<file path="config.mk">
export PLATFORM = sky130hd
export DESIGN_NAME = i2c_dirmatch_tracker
export DESIGN_NICKNAME = d
export VERILOG_FILES = /design/src/rtl/i2c_dm_pkg.sv /design/src/rtl/i2c_dm_edges.sv /design/src/rtl/i2c_dm_bytecnt.sv /design/src/rtl/i2c_dm_flags.sv /design/src/rtl/i2c_dirmatch_tracker.sv
export SDC_FILE = /design/constraint.sdc
export NUM_CORES = 1
export LEC_CHECK = 0
export CAP_MARGIN = 15
export CORE_UTILIZATION = 46
export CTS_CLUSTER_DIAMETER = 100
export CTS_CLUSTER_SIZE = 24
export DETAILED_ROUTE_END_ITERATION = 10
export PLACE_DENSITY = 0.82
export RECOVER_POWER = 25
export SLEW_MARGIN = 20
export SYNTH_ARGS = -nofsm -noshare
export SYNTH_HDL_FRONTEND = slang
export SYNTH_SLANG_ARGS = --single-unit
</file>
<file path="constraint.sdc">
create_clock -name clk -period 5.1 [get_ports clk]
set_clock_uncertainty 0.2 [all_clocks]
set_input_delay 0.51 -clock clk [delete_from_list [all_inputs] [get_ports clk]]
set_output_delay 0.51 -clock clk [all_outputs]
set_load 0.01 [all_outputs]
</file>
<file path="src/rtl/i2c_dm_pkg.sv">
package i2c_dm_pkg;

    localparam int ADDR_W    = 7;
    localparam int BYTE_CLKS = ADDR_W + 2;
    localparam int CNT_W     = $clog2(BYTE_CLKS + 1);

    typedef enum logic {
        ROLE_SLAVE  = 1'b0,
        ROLE_MASTER = 1'b1
    } role_e;

    // bit-level bus events, each a single-cycle pulse
    typedef struct packed {
        logic start_det;
        logic stop_det;
        logic start_gen;
        logic scl_rise;
        logic scl_fall;
    } bus_ev_t;

    // control-side events after edge conversion
    typedef struct packed {
        logic comm_rel;
        logic wait_rel;
        logic en_fall;
        logic al_rise;
    } ctl_ev_t;

    // events produced at the direction-bit clock of the first byte
    typedef struct packed {
        logic dir_clk;
        logic rx_lsb;
        logic tx_lsb;
        logic hit;
    } addr_ev_t;

    function automatic logic close_event(bus_ev_t b, ctl_ev_t c);
        return b.stop_det | c.comm_rel | c.en_fall;
    endfunction

endpackage

</file>
<file path="src/rtl/i2c_dm_edges.sv">
module i2c_dm_edges (
    input  logic clk,
    input  logic rst,
    input  logic iic_en,
    input  logic arb_lost,
    output logic en_fall,
    output logic al_rise
);
    logic en_q;
    logic al_q;

    always_ff @(posedge clk) begin
        if (rst) begin
            en_q <= 1'b0;
            al_q <= 1'b0;
        end else begin
            en_q <= iic_en;
            al_q <= arb_lost;
        end
    end

    assign en_fall = en_q & ~iic_en;
    assign al_rise = arb_lost & ~al_q;

endmodule

</file>
<file path="src/rtl/i2c_dm_bytecnt.sv">
module i2c_dm_bytecnt
    import i2c_dm_pkg::*;
#(
    parameter  int AW = ADDR_W,
    localparam int CW = $clog2(AW + 3)
) (
    input  logic          clk,
    input  logic          rst,
    input  bus_ev_t       bus,
    input  logic          sda_in,
    input  logic          sda_drv,
    input  logic [AW-1:0] local_addr,
    output addr_ev_t      aev,
    output logic          drive_win,
    output logic [CW-1:0] cnt
);
    localparam logic [CW-1:0] DIR_IDX = CW'(AW);
    localparam logic [CW-1:0] LAST    = CW'(AW + 2);

    logic          first_q;
    logic [AW-1:0] sr_q;
    logic          quiet;

    assign quiet = ~bus.start_det & ~bus.stop_det;

    always_ff @(posedge clk) begin
        if (rst) begin
            cnt     <= '0;
            first_q <= 1'b0;
            sr_q    <= '0;
        end else if (bus.start_det) begin
            cnt     <= '0;
            first_q <= 1'b1;
            sr_q    <= '0;
        end else if (bus.stop_det) begin
            first_q <= 1'b0;
        end else if (bus.scl_rise && first_q && cnt != LAST) begin
            cnt <= cnt + 1'b1;
            if (cnt < DIR_IDX)
                sr_q <= {sr_q[AW-2:0], sda_in};
        end else if (bus.scl_fall && first_q && cnt == LAST) begin
            first_q <= 1'b0;
        end
    end

    always_ff @(posedge clk) begin
        if (rst || !quiet)
            drive_win <= 1'b0;
        else if (bus.scl_fall && first_q && cnt == LAST)
            drive_win <= 1'b1;
    end

    always_comb begin
        aev.dir_clk = bus.scl_rise & first_q & (cnt == DIR_IDX) & quiet;
        aev.rx_lsb  = sda_in;
        aev.tx_lsb  = sda_drv;
        aev.hit     = (sr_q == local_addr);
    end

    a_r2_cnt_bounded: assert property (@(posedge clk) disable iff (rst)
        cnt <= LAST);
    a_r2_start_zeroes: assert property (@(posedge clk) disable iff (rst)
        bus.start_det |=> cnt == '0);

endmodule

</file>
<file path="src/rtl/i2c_dm_flags.sv">
module i2c_dm_flags
    import i2c_dm_pkg::*;
(
    input  logic     clk,
    input  logic     rst,
    input  role_e    role,
    input  bus_ev_t  bus,
    input  ctl_ev_t  ctl,
    input  addr_ev_t aev,
    output logic     xmit_q,
    output logic     match_q
);
    logic x_set, x_clr, m_set, m_clr;

    always_comb begin
        x_set = 1'b0;
        x_clr = close_event(bus, ctl) | ctl.wait_rel | ctl.al_rise;
        if (role == ROLE_MASTER) begin
            x_set = bus.start_gen;
            x_clr = x_clr | (aev.dir_clk & aev.tx_lsb);
        end else begin
            x_set = aev.dir_clk & aev.rx_lsb;
            x_clr = x_clr | bus.start_det;
        end
        m_set = aev.dir_clk & aev.hit;
        m_clr = close_event(bus, ctl) | bus.start_det;
    end

    always_ff @(posedge clk) begin
        if (rst) begin
            xmit_q  <= 1'b0;
            match_q <= 1'b0;
        end else begin
            if (x_clr)      xmit_q <= 1'b0;
            else if (x_set) xmit_q <= 1'b1;
            if (m_clr)      match_q <= 1'b0;
            else if (m_set) match_q <= 1'b1;
        end
    end

    a_r3_match_needs_dirclk: assert property (@(posedge clk) disable iff (rst)
        $rose(match_q) |-> $past(aev.dir_clk));
    a_r4_stop_clears_match: assert property (@(posedge clk) disable iff (rst)
        bus.stop_det |=> !match_q);
    a_r6_slave_start_clears: assert property (@(posedge clk) disable iff (rst)
        (role == ROLE_SLAVE && bus.start_det) |=> !xmit_q);
    a_r8_wait_rel_wins: assert property (@(posedge clk) disable iff (rst)
        ctl.wait_rel |=> !xmit_q);

endmodule

</file>
<file path="src/rtl/i2c_dirmatch_tracker.sv">
module i2c_dirmatch_tracker
    import i2c_dm_pkg::*;
#(
    parameter  int AW = ADDR_W,
    localparam int CW = $clog2(AW + 3)
) (
    input  logic          clk,
    input  logic          rst,
    input  logic          iic_en,
    input  logic          role_master,
    input  logic          start_det,
    input  logic          stop_det,
    input  logic          start_gen,
    input  logic          scl_rise,
    input  logic          scl_fall,
    input  logic          sda_in,
    input  logic          sda_drv,
    input  logic [AW-1:0] local_addr,
    input  logic          so_latch,
    input  logic          comm_rel,
    input  logic          wait_rel,
    input  logic          arb_lost,
    output logic          xmit_flag,
    output logic          addr_match,
    output logic          sda_oe,
    output logic [CW-1:0] bit_cnt
);
    bus_ev_t  bus;
    ctl_ev_t  ctl;
    addr_ev_t aev;
    role_e    role;
    logic     en_fall, al_rise, drive_win;

    assign bus  = '{start_det: start_det, stop_det: stop_det, start_gen: start_gen,
                    scl_rise: scl_rise, scl_fall: scl_fall};
    assign ctl  = '{comm_rel: comm_rel, wait_rel: wait_rel,
                    en_fall: en_fall, al_rise: al_rise};
    assign role = role_master ? ROLE_MASTER : ROLE_SLAVE;

    i2c_dm_edges u_edges (
        .clk(clk), .rst(rst), .iic_en(iic_en), .arb_lost(arb_lost),
        .en_fall(en_fall), .al_rise(al_rise)
    );

    i2c_dm_bytecnt #(.AW(AW)) u_cnt (
        .clk(clk), .rst(rst), .bus(bus), .sda_in(sda_in), .sda_drv(sda_drv),
        .local_addr(local_addr), .aev(aev), .drive_win(drive_win), .cnt(bit_cnt)
    );

    i2c_dm_flags u_flags (
        .clk(clk), .rst(rst), .role(role), .bus(bus), .ctl(ctl), .aev(aev),
        .xmit_q(xmit_flag), .match_q(addr_match)
    );

    assign sda_oe = xmit_flag & drive_win & ~so_latch;

    a_r9_oe_after_ninth: assert property (@(posedge clk) disable iff (rst)
        sda_oe |-> bit_cnt == CW'(AW + 2));

endmodule

</file>
### After elaboration in Yosys (flattened, before gate mapping)

Index checks and enable logic that the tools add are counted.

| operators by class | value |
|---|---|
| $lt $le $gt $ge | 1 |
| muxes and demuxes | 7 |
| bitwise operators | 23 |
| eq/ne operators | 5 |
| add/subtract/negate cells | 1 |
| reduce and logical (&&, ||, !) cells | 13 |

Operators with widths:

| operator | count |
|---|---|
| $and A1 B1 Y1 | 11 |
| $eq A7 B7 Y1 | 1 |
| $mux W1 | 7 |
| $or A1 B1 Y1 | 7 |
| $reduce_or A2 Y1 | 3 |
| $not A1 Y1 | 5 |
| $add A4 B1 Y4 const B | 1 |
| $eq A4 B3 Y1 const B | 1 |
| $eq A4 B4 Y1 const B | 1 |
| $logic_and A1 B1 Y1 | 4 |
| $lt A4 B3 Y1 const B | 1 |
| $ne A4 B4 Y1 const B | 1 |
| $reduce_and A2 Y1 | 2 |
| $ne A3 B3 Y1 const B | 1 |
| $reduce_and A3 Y1 | 1 |
| $reduce_bool A3 Y1 | 1 |
| $logic_not A1 Y1 | 1 |
| $logic_or A1 B1 Y1 | 1 |

| storage, ports and cells | value |
|---|---|
| bits of input ports | 22 |
| logic and storage cells | 58 |
| output and inout bits | 7 |
| register bits | 17 |

### Longest topological paths before layout

Gate-level depths: netlist of the first run.

| logic depth | value |
|---|---|
| depth in word-level cells | 8 |
| mapped depth | 6 |
| depth with buffers taken out | 6 |

### Modules after synthesis

From an unflattened synthesis of the first run, not the netlist that was laid out.

| unflattened totals | value |
|---|---|
| cells, all modules | 85 |
| area total of the unflattened synthesis | 834.6 um2 |

By module, submodules not included:

| module | area an instance (um2) | times used | cells each | sequential area each (um2) |
|---|---|---|---|---|
| i2c_dm_bytecnt | 656.9 | 1 | 68 | 260.2 |
| i2c_dm_flags | 98.8 | 1 | 10 | 40.0 |
| i2c_dm_edges | 70.1 | 1 | 6 | 40.0 |
| i2c_dirmatch_tracker | 8.8 | 1 | 1 | 0.0 |

### Worst setup path after synthesis of the first run

Ideal clock, no wire load.

| timing path | value |
|---|---|
| path type | input to register |
| from | input port stop_det |
| to | register u_cnt.sr_q[0] |
| data required time | 4786 ps |
| cell stages on the path | 5 |
| library setup time | 114 ps |
| arrival | 1344 ps |
| setup slack | 3441 ps |
| path buffers | 1 |
| cells stage by stage | nand3b_4 > or3b_1 > buf_6 > mux2i_1 > nor2_1 |

| between the ends | value |
|---|---|
| cells in the longest elaborated chain, start to end | 2 |

RTL lines:

| what | RTL line | text |
|---|---|---|
| from (decl) | i2c_dirmatch_tracker.sv:12 | `input logic stop_det,` |
| $not A1 Y1 | -- |  |
| $reduce_and A3 Y1 (no source line) | -- |  |
| to (signal assigned) | i2c_dm_bytecnt.sv:40 | `sr_q <= {sr_q[AW-2:0], sda_in};` |
| to (decl) | i2c_dm_bytecnt.sv:21 | `logic [AW-1:0] sr_q;` |

No other way between the ends.
A chain may end at the register's enable or synchronous reset.

### Worst setup path after layout of the first run

| timing path | value |
|---|---|
| from | input port so_latch |
| to | output port sda_oe |

| between the ends | value |
|---|---|
| cells in the longest elaborated chain, start to end | 2 |

RTL lines:

| what | RTL line | text |
|---|---|---|
| from (decl) | i2c_dirmatch_tracker.sv:19 | `input logic so_latch,` |
| $not A1 Y1 | i2c_dirmatch_tracker.sv:55 | `assign sda_oe = xmit_flag & drive_win & ~so_latch;` |
| $and A1 B1 Y1 | i2c_dirmatch_tracker.sv:55 |  |
| to (decl) | i2c_dirmatch_tracker.sv:25 | `output logic sda_oe,` |

No other way between the ends.

==> run_results.csv, run 1 <==
group,metric,value,unit
placement,place_hpwl,1350,um
worst_setup_path,slowest_delay,0.53,ns
pwr,irDropWorstVdd,0.132,mV
layout,drive_above_1_share,0.0513,
clock_network,htreeDepth,1,
timing,whs,0.316,ns
run,cap_violations,0,
timing,slew_viol_final,0,
floorplanning,rows,14,
layout,antenna_cells,0,
timing,tns,0,ns
pwr,finalPower,237,uW
worst_setup_path,cp.arrival,1.54,ns
worst_setup_path,crit_family,"buffers and inverters",
logic_synthesis,yosys_warnings,0,
timing,slew_headroom,0.530,
worst_setup_path,critical-path-top-cell-by-count,"clkdlybuf4s50_1",
layout,finalNonFillerCells,133,
logic_synthesis,synth_cells,87,
status,status,"finished with violations",
logic_synthesis,synth_area,803,um2
worst_setup_path,path_buf_inv,2,
pwr,p_leak,0.000467,uW
timing,timing.final.crit_share,0.441,
timing,rsz0062_at_grt,"no",
clock_network,cts_buffer_depth,2,
clock_network,ctsHoldBuffers,0,
worst_setup_path,cpMaxStageDelayCell,"clkdlybuf4s50_1",
placement,gp_congestion,0.769,
timing,clock.fmax,0.444,GHz
layout,nets,142,
detailed_routing,wirelength,1650,um
worst_setup_path,cp_cell_sequence,"clkdlybuf4s50_1 -> nor2_1 -> clkdlybuf4s50_1",
global_routing,grtUsageTotal,0.196,
clock_network,insertion_delay,0.29,ns
detailed_routing,drtAntennaViolNets,0,
logic_synthesis,synth-seq-area-share,0.424,
pwr,p_per_area,214,nW/um2
clock_network,cts_made_buffers,3,
global_routing,grt_pass1_vias,717,
detailed_routing,wl_per_cell,12.4,um
global_routing,grt_antenna_before_repair,0,
global_routing,grt_start_max_net_pins,14,
placement,placedCellCount,129,
worst_setup_path,crit_type,"in2out",
clock_network,post_cts_buffers,0,
floorplanning,initial_core_util,0.510,
detailed_routing,via_count,699,
detailed_routing,drc,2,
timing,max_slew.worst_pin.slew,0.705,ns
worst_setup_path,cp-end-kind,"output port",
floorplanning,dieArea,1920,um2
logic_synthesis,ys_ff_latch,17,
logic_synthesis,syn-num-nets,111,
worst_setup_path,required,4.39,ns
global_routing,grt_overflow,0,
status,violations,"design-rule violations",
timing,hold_violations,0,
worst_setup_path,cp_max_fo,1,
clock_network,cts_tree,"built",
clock_network,clk_pin_slew,0.09,ns
worst_setup_path,start_kind,"input port",
min_path,min_path_type,"reg2reg",
clock_network,cts_sinks,17,
timing,setup_ws,2.85,ns
floorplanning,core_area,1580,um2
logic_synthesis,ys_types,25,
floorplanning,pin_count,29,
floorplanning,die_y,43.8,um
timing,fin_crit,2.25,ns
placement,dp_slack,2.79,ns
detailed_routing,vias_per_cell,5.26,
logic_synthesis,syn_avg_cell_area,9.23,um2
clock_network,post_cts_resized,0,
clock_network,root_buffer,"clkbuf_4",
placement,port-buffer-count,28,
detailed_routing,dr.pass1.iters,7,
floorplanning,die_w,43.8,um
global_routing,grt_pass1_wl,2740,um
timing,finalSetupViolations,0,
layout,syn2layout_area_growth,37.9,%
detailed_routing,drt_iter0_markers,12,
-- logic make-up (layout without fill, tap and decap cells) --
family | Yosys count | after routing | share of synthesized area
compound gates | 12 | 12 | 0.0966
xor+xnor | 8 | 8 | 0.0872
fa+ha+maj | 2 | 2 | 0.0311
buf+inv | 7 | 37 | 0.0514
flops | 17 | 17 | 0.424
mux | 7 | 7 | 0.0872
simple gates | 34 | 34 | 0.223
-- synthesized netlist by cell type --
cell | number | area, um2
nor4_1 | 1 | 6.26
or3b_1 | 1 | 8.76
nand3_1 | 2 | 10.0
or2_2 | 1 | 6.26
inv_1 | 5 | 18.8
o21ai_0 | 2 | 10.0
a31o_2 | 1 | 8.76
nor2_1 | 14 | 52.6
nand2_1 | 6 | 22.5
or3_2 | 1 | 7.51
xnor2_1 | 1 | 8.76
xor2_1 | 7 | 61.3
ha_1 | 2 | 25.0
buf_6 | 2 | 22.5
nand3b_1 | 1 | 7.51
nor3_1 | 3 | 15.0
nand3b_4 | 1 | 20.0
dfxtp_1 | 17 | 340
a211oi_1 | 4 | 30.0
a21oi_1 | 2 | 10.0
nor3b_1 | 1 | 7.51
and3b_1 | 1 | 8.76
nor2b_1 | 1 | 6.26
a31oi_1 | 3 | 18.8
mux2i_1 | 7 | 70.1
-- worst reg2reg max path, delay by kind of cell (launching register included) --
kind / cells / cell delay [ns]
multiplexers: 1 / 0.22
flip-flops: 1 / 0.37
AND/OR/NAND/NOR: 3 / 0.69
adder cells (fa/ha/maj): 1 / 0.22
-- worst paths after layout --
check / start / endpoint / slack (ns) / depth (start not counted)
setup / recovery: so_latch / sda_oe / 2.85 / 3
hold / removal: u_flags.xmit_q / u_flags.xmit_q / 0.32 / 2
setup reg to reg: u_cnt.cnt[0] / u_cnt.sr_q[2] / 3.27 / 5
hold reg to reg: u_flags.xmit_q / u_flags.xmit_q / 0.32 / 2
-- layout by cell type (no fill, tap or decap), types with 2 or more instances in the layout --
cell type        instances
a211oi_1                 4
a21oi_1                  2
a31oi_1                  3
clkbuf_4                 3
clkdlybuf4s50_1         27
dfxtp_1                 17
ha_1                     2
inv_1                    5
mux2i_1                  7
nand2_1                  6
nand3_1                  2
nor2_1                  14
nor3_1                   3
o21ai_0                  2
xor2_1                   7
-- sequential cells by signal, summed over array words and instances, names as in the netlist --
register	flops
u_cnt.cnt	4
u_cnt.drive_win	1
u_cnt.first_q	1
u_cnt.sr_q	7
u_edges.al_q	1
u_edges.en_q	1
u_flags.match_q	1
u_flags.xmit_q	1
-- where the power goes --
group / internal (uW) / leakage (uW) / switching, uW
Combinational: 19.7 / 0.000315 / 10.4
Clock: 30.4 / 0.0000150 / 40.6
Sequential: 134 / 0.000138 / 1.41
-- routing by layer --
metal / up-vias / track usage / wire length (um)
li1: 361 / - / -
met1: 314 / 0.197 / 706
met2: 24 / 0.385 / 833
met3: 0 / 0.0625 / 106
met4: 0 / 0.0375 / 0
met5: - / 0 / 0
-- cell type report --
| type | instances | area (um2) |
|---|---|---|
| Clock buffer | 4 | 26.3 |
| Fill cell | 142 | 469 |
| Inverter | 5 | 18.8 |
| Multi-Input combinational cell | 63 | 422 |
| Sequential cell | 17 | 340 |
| Tap cell | 16 | 20.0 |
| Timing Repair Buffer | 28 | 280 |
-- stage by stage --
stage,util,instance area [um2]
floorplan,-,803
global placement,0.686,1080
detailed placement,0.686,1080
CTS,0.702,1110
global route,0.702,1110
finish,0.702,1110
Power figures use the tool's default switching activity.
==> run 2: changes to the inputs <==
--- a/config.mk
+++ b/config.mk
@@ -6,11 +6,11 @@
 export NUM_CORES = 1
 export LEC_CHECK = 0
 export CAP_MARGIN = 15
-export CORE_UTILIZATION = 46
+export CORE_UTILIZATION = 38
 export CTS_CLUSTER_DIAMETER = 100
 export CTS_CLUSTER_SIZE = 24
 export DETAILED_ROUTE_END_ITERATION = 10
-export PLACE_DENSITY = 0.82
+export PLACE_DENSITY = 0.72
 export RECOVER_POWER = 25
 export SLEW_MARGIN = 20
 export SYNTH_ARGS = -nofsm -noshare
==> constraint.sdc (replaced) <==
create_clock -name clk -period 1.8 [get_ports clk]
set_clock_uncertainty 0.2 [all_clocks]
set_input_delay 0.18 -clock clk [delete_from_list [all_inputs] [get_ports clk]]
set_output_delay 0.18 -clock clk [all_outputs]
set_load 0.01 [all_outputs]
==> run_results.csv, run 2 (synthesized netlist as in run 1, its figures left out) <==
group,metric,value,unit
status,status,"completed",
pwr,switching_share,0.221,
layout,utilization,0.588,
layout,syn2layout_area_growth,45.0,%
worst_setup_path,cp_max_fo,4,
floorplanning,dieArea,2300,um2
placement,port-buffer-count,28,
pwr,p_per_area,581,nW/um2
layout,largest_reg_flops,7,
floorplanning,die_y,48.0,um
timing,timing.final.crit_share,0.958,
clock_network,cts_tree,"built",
floorplanning,die_w,48.0,um
pwr,comb_power_share,0.134,
clock_network,insertion_delay,0.29,ns
layout,top_register,"u_cnt.sr_q",
timing,max_slew.worst_pin.slew,0.335,ns
global_routing,grt_antenna_before_repair,0,
worst_setup_path,slowest_delay,0.54,ns
global_routing,grt_start_max_net_pins,14,
detailed_routing,drtAntennaViolNets,0,
timing,finalSetupViolations,0,
layout,final_common_cell,"clkdlybuf4s50_1",
layout,layout_common_cells,"27 x clkdlybuf4s50_1, 16 x dfxtp_1, 13 x nor2_1",
clock_network,post_cts_buffers,0,
pwr,p_sw,150,uW
pwr,p_leak,0.000492,uW
worst_setup_path,cpMaxStageDelayCell,"clkdlybuf4s50_1",
detailed_routing,drt_iter0_markers,4,
pwr,irDropWorstVdd,0.342,mV
pwr,finalPower,676,uW
global_routing,grt_pass1_vias,658,
timing,tns,0,ns
worst_setup_path,cp-end-kind,"output port",
worst_setup_path,required,1.42,ns
timing,hold_violations,0,
placement,dp_slack,-0.116,ns
clock_network,cts_made_buffers,3,
placement,place_hpwl,1310,um
pwr,intPower,527,uW
min_path,min_path_type,"in2reg",
floorplanning,core_area,1980,um2
global_routing,grtUsageTotal,0.164,
timing,slew_headroom,0.776,
clock_network,clk_pin_slew,0.09,ns
clock_network,htreeDepth,1,
floorplanning,initial_core_util,0.405,
layout,antenna_cells,0,
clock_network,cts_sinks,17,
worst_setup_path,crit_type,"reg2out",
clock_network,root_buffer,"clkbuf_4",
layout,reg_top3,"u_cnt.sr_q (7), u_cnt.cnt (4)",
floorplanning,pin_count,29,
timing,rsz0062_at_grt,"no",
floorplanning,rows,16,
detailed_routing,via_count,735,
run,cap_violations,0,
layout,drive_above_1_share,0.114,
detailed_routing,wl_per_cell,11.1,um
worst_setup_path,start_kind,"flop",
timing,clock.fmax,0.580,GHz
pwr,p_clk_frac,0.298,
worst_setup_path,path_buf_inv,1,
detailed_routing,vias_per_cell,4.90,
global_routing,grt_overflow,0,
worst_setup_path,crit_family,"buffers and inverters",
timing,fin_crit,1.72,ns
detailed_routing,dr.pass1.iters,2,
timing,whs,0.236,ns
detailed_routing,drc,0,
global_routing,grt_pass1_wl,2590,um
worst_setup_path,cp.arrival,1.34,ns
detailed_routing,wirelength,1660,um
pwr,p_seq_frac,0.568,
clock_network,cts_buffer_depth,2,
layout,nets,148,
timing,slew_viol_final,0,
timing,setup_ws,0.0754,ns
worst_setup_path,cp_cell_sequence,"nand2_1 -> nor2_1 -> clkdlybuf4s50_1",
placement,gp_congestion,0.720,
==> run 2: area by class of cell <==
| cell class | count | area, um2 |
|---|---|---|
| sequential | 17 | 342 |
| inverter | 5 | 18.8 |
| timing repair buffer | 34 | 318 |
| multi-input combinational | 63 | 427 |
| fill | 188 | 817 |
| clock buffer | 4 | 26.3 |
| tap | 27 | 33.8 |
==> run 2: routing by layer <==
| metal | vias to the layer above | part of all wire | track usage |
|---|---|---|---|
| met5 | - | 0 | 0 |
| met1 | 336 | 0.47 | 0.200 |
| li1 | 372 | - | - |
| met2 | 24 | 0.47 | 0.273 |
| met4 | 0 | 0.014 | 0.0722 |
| met3 | 3 | 0.048 | 0.0377 |
==> run 2: worst reg2reg max path, stage by stage (launching register included) <==
cell and delay (ns):
dfxtp_1 0.32, ha_1 0.20, nand2_1 0.10, or3b_4 0.46, mux2i_1 0.18, nor2_1 0.05
==> run 2: power groups by stage <==
stage / combinational (uW) / clock, uW / sequential (uW)
floorplan: 32.1 / 0 / 393
global placement: 90.7 / 0 / 393
detailed placement: 92.7 / 0 / 393
CTS: 93.3 / 205 / 384
global route: 99.5 / 229 / 385
finish: 90.9 / 201 / 384
==> run 2: worst paths after layout <==
| kind | depth (start not counted) | endpoint | slack [ns] | startpoint |
|---|---|---|---|---|
| hold reg to reg | 2 | u_cnt.cnt[2] | 0.32 | u_cnt.cnt[2] |
| setup reg to reg | 5 | u_cnt.sr_q[6] | 0.17 | u_cnt.cnt[0] |
| setup / recovery | 3 | sda_oe | 0.08 | u_flags.xmit_q |
| hold / removal | 3 | u_edges.en_q | 0.24 | iic_en |
==> run 2: through the flow <==
step           instance area, um2  cells
2_1_floorplan                 803     87
3_3_place_gp                 1140    146
3_5_place_dp                 1140    146
4_1_cts                      1170    150
5_1_grt                      1160    150
6_report                     1160    150
==> run 2: repair_timing <==
action                     in CTS  in global routing
resized for setup               0                  3
hold buffers                    0                  0
setup endpoints to repair       0                 10
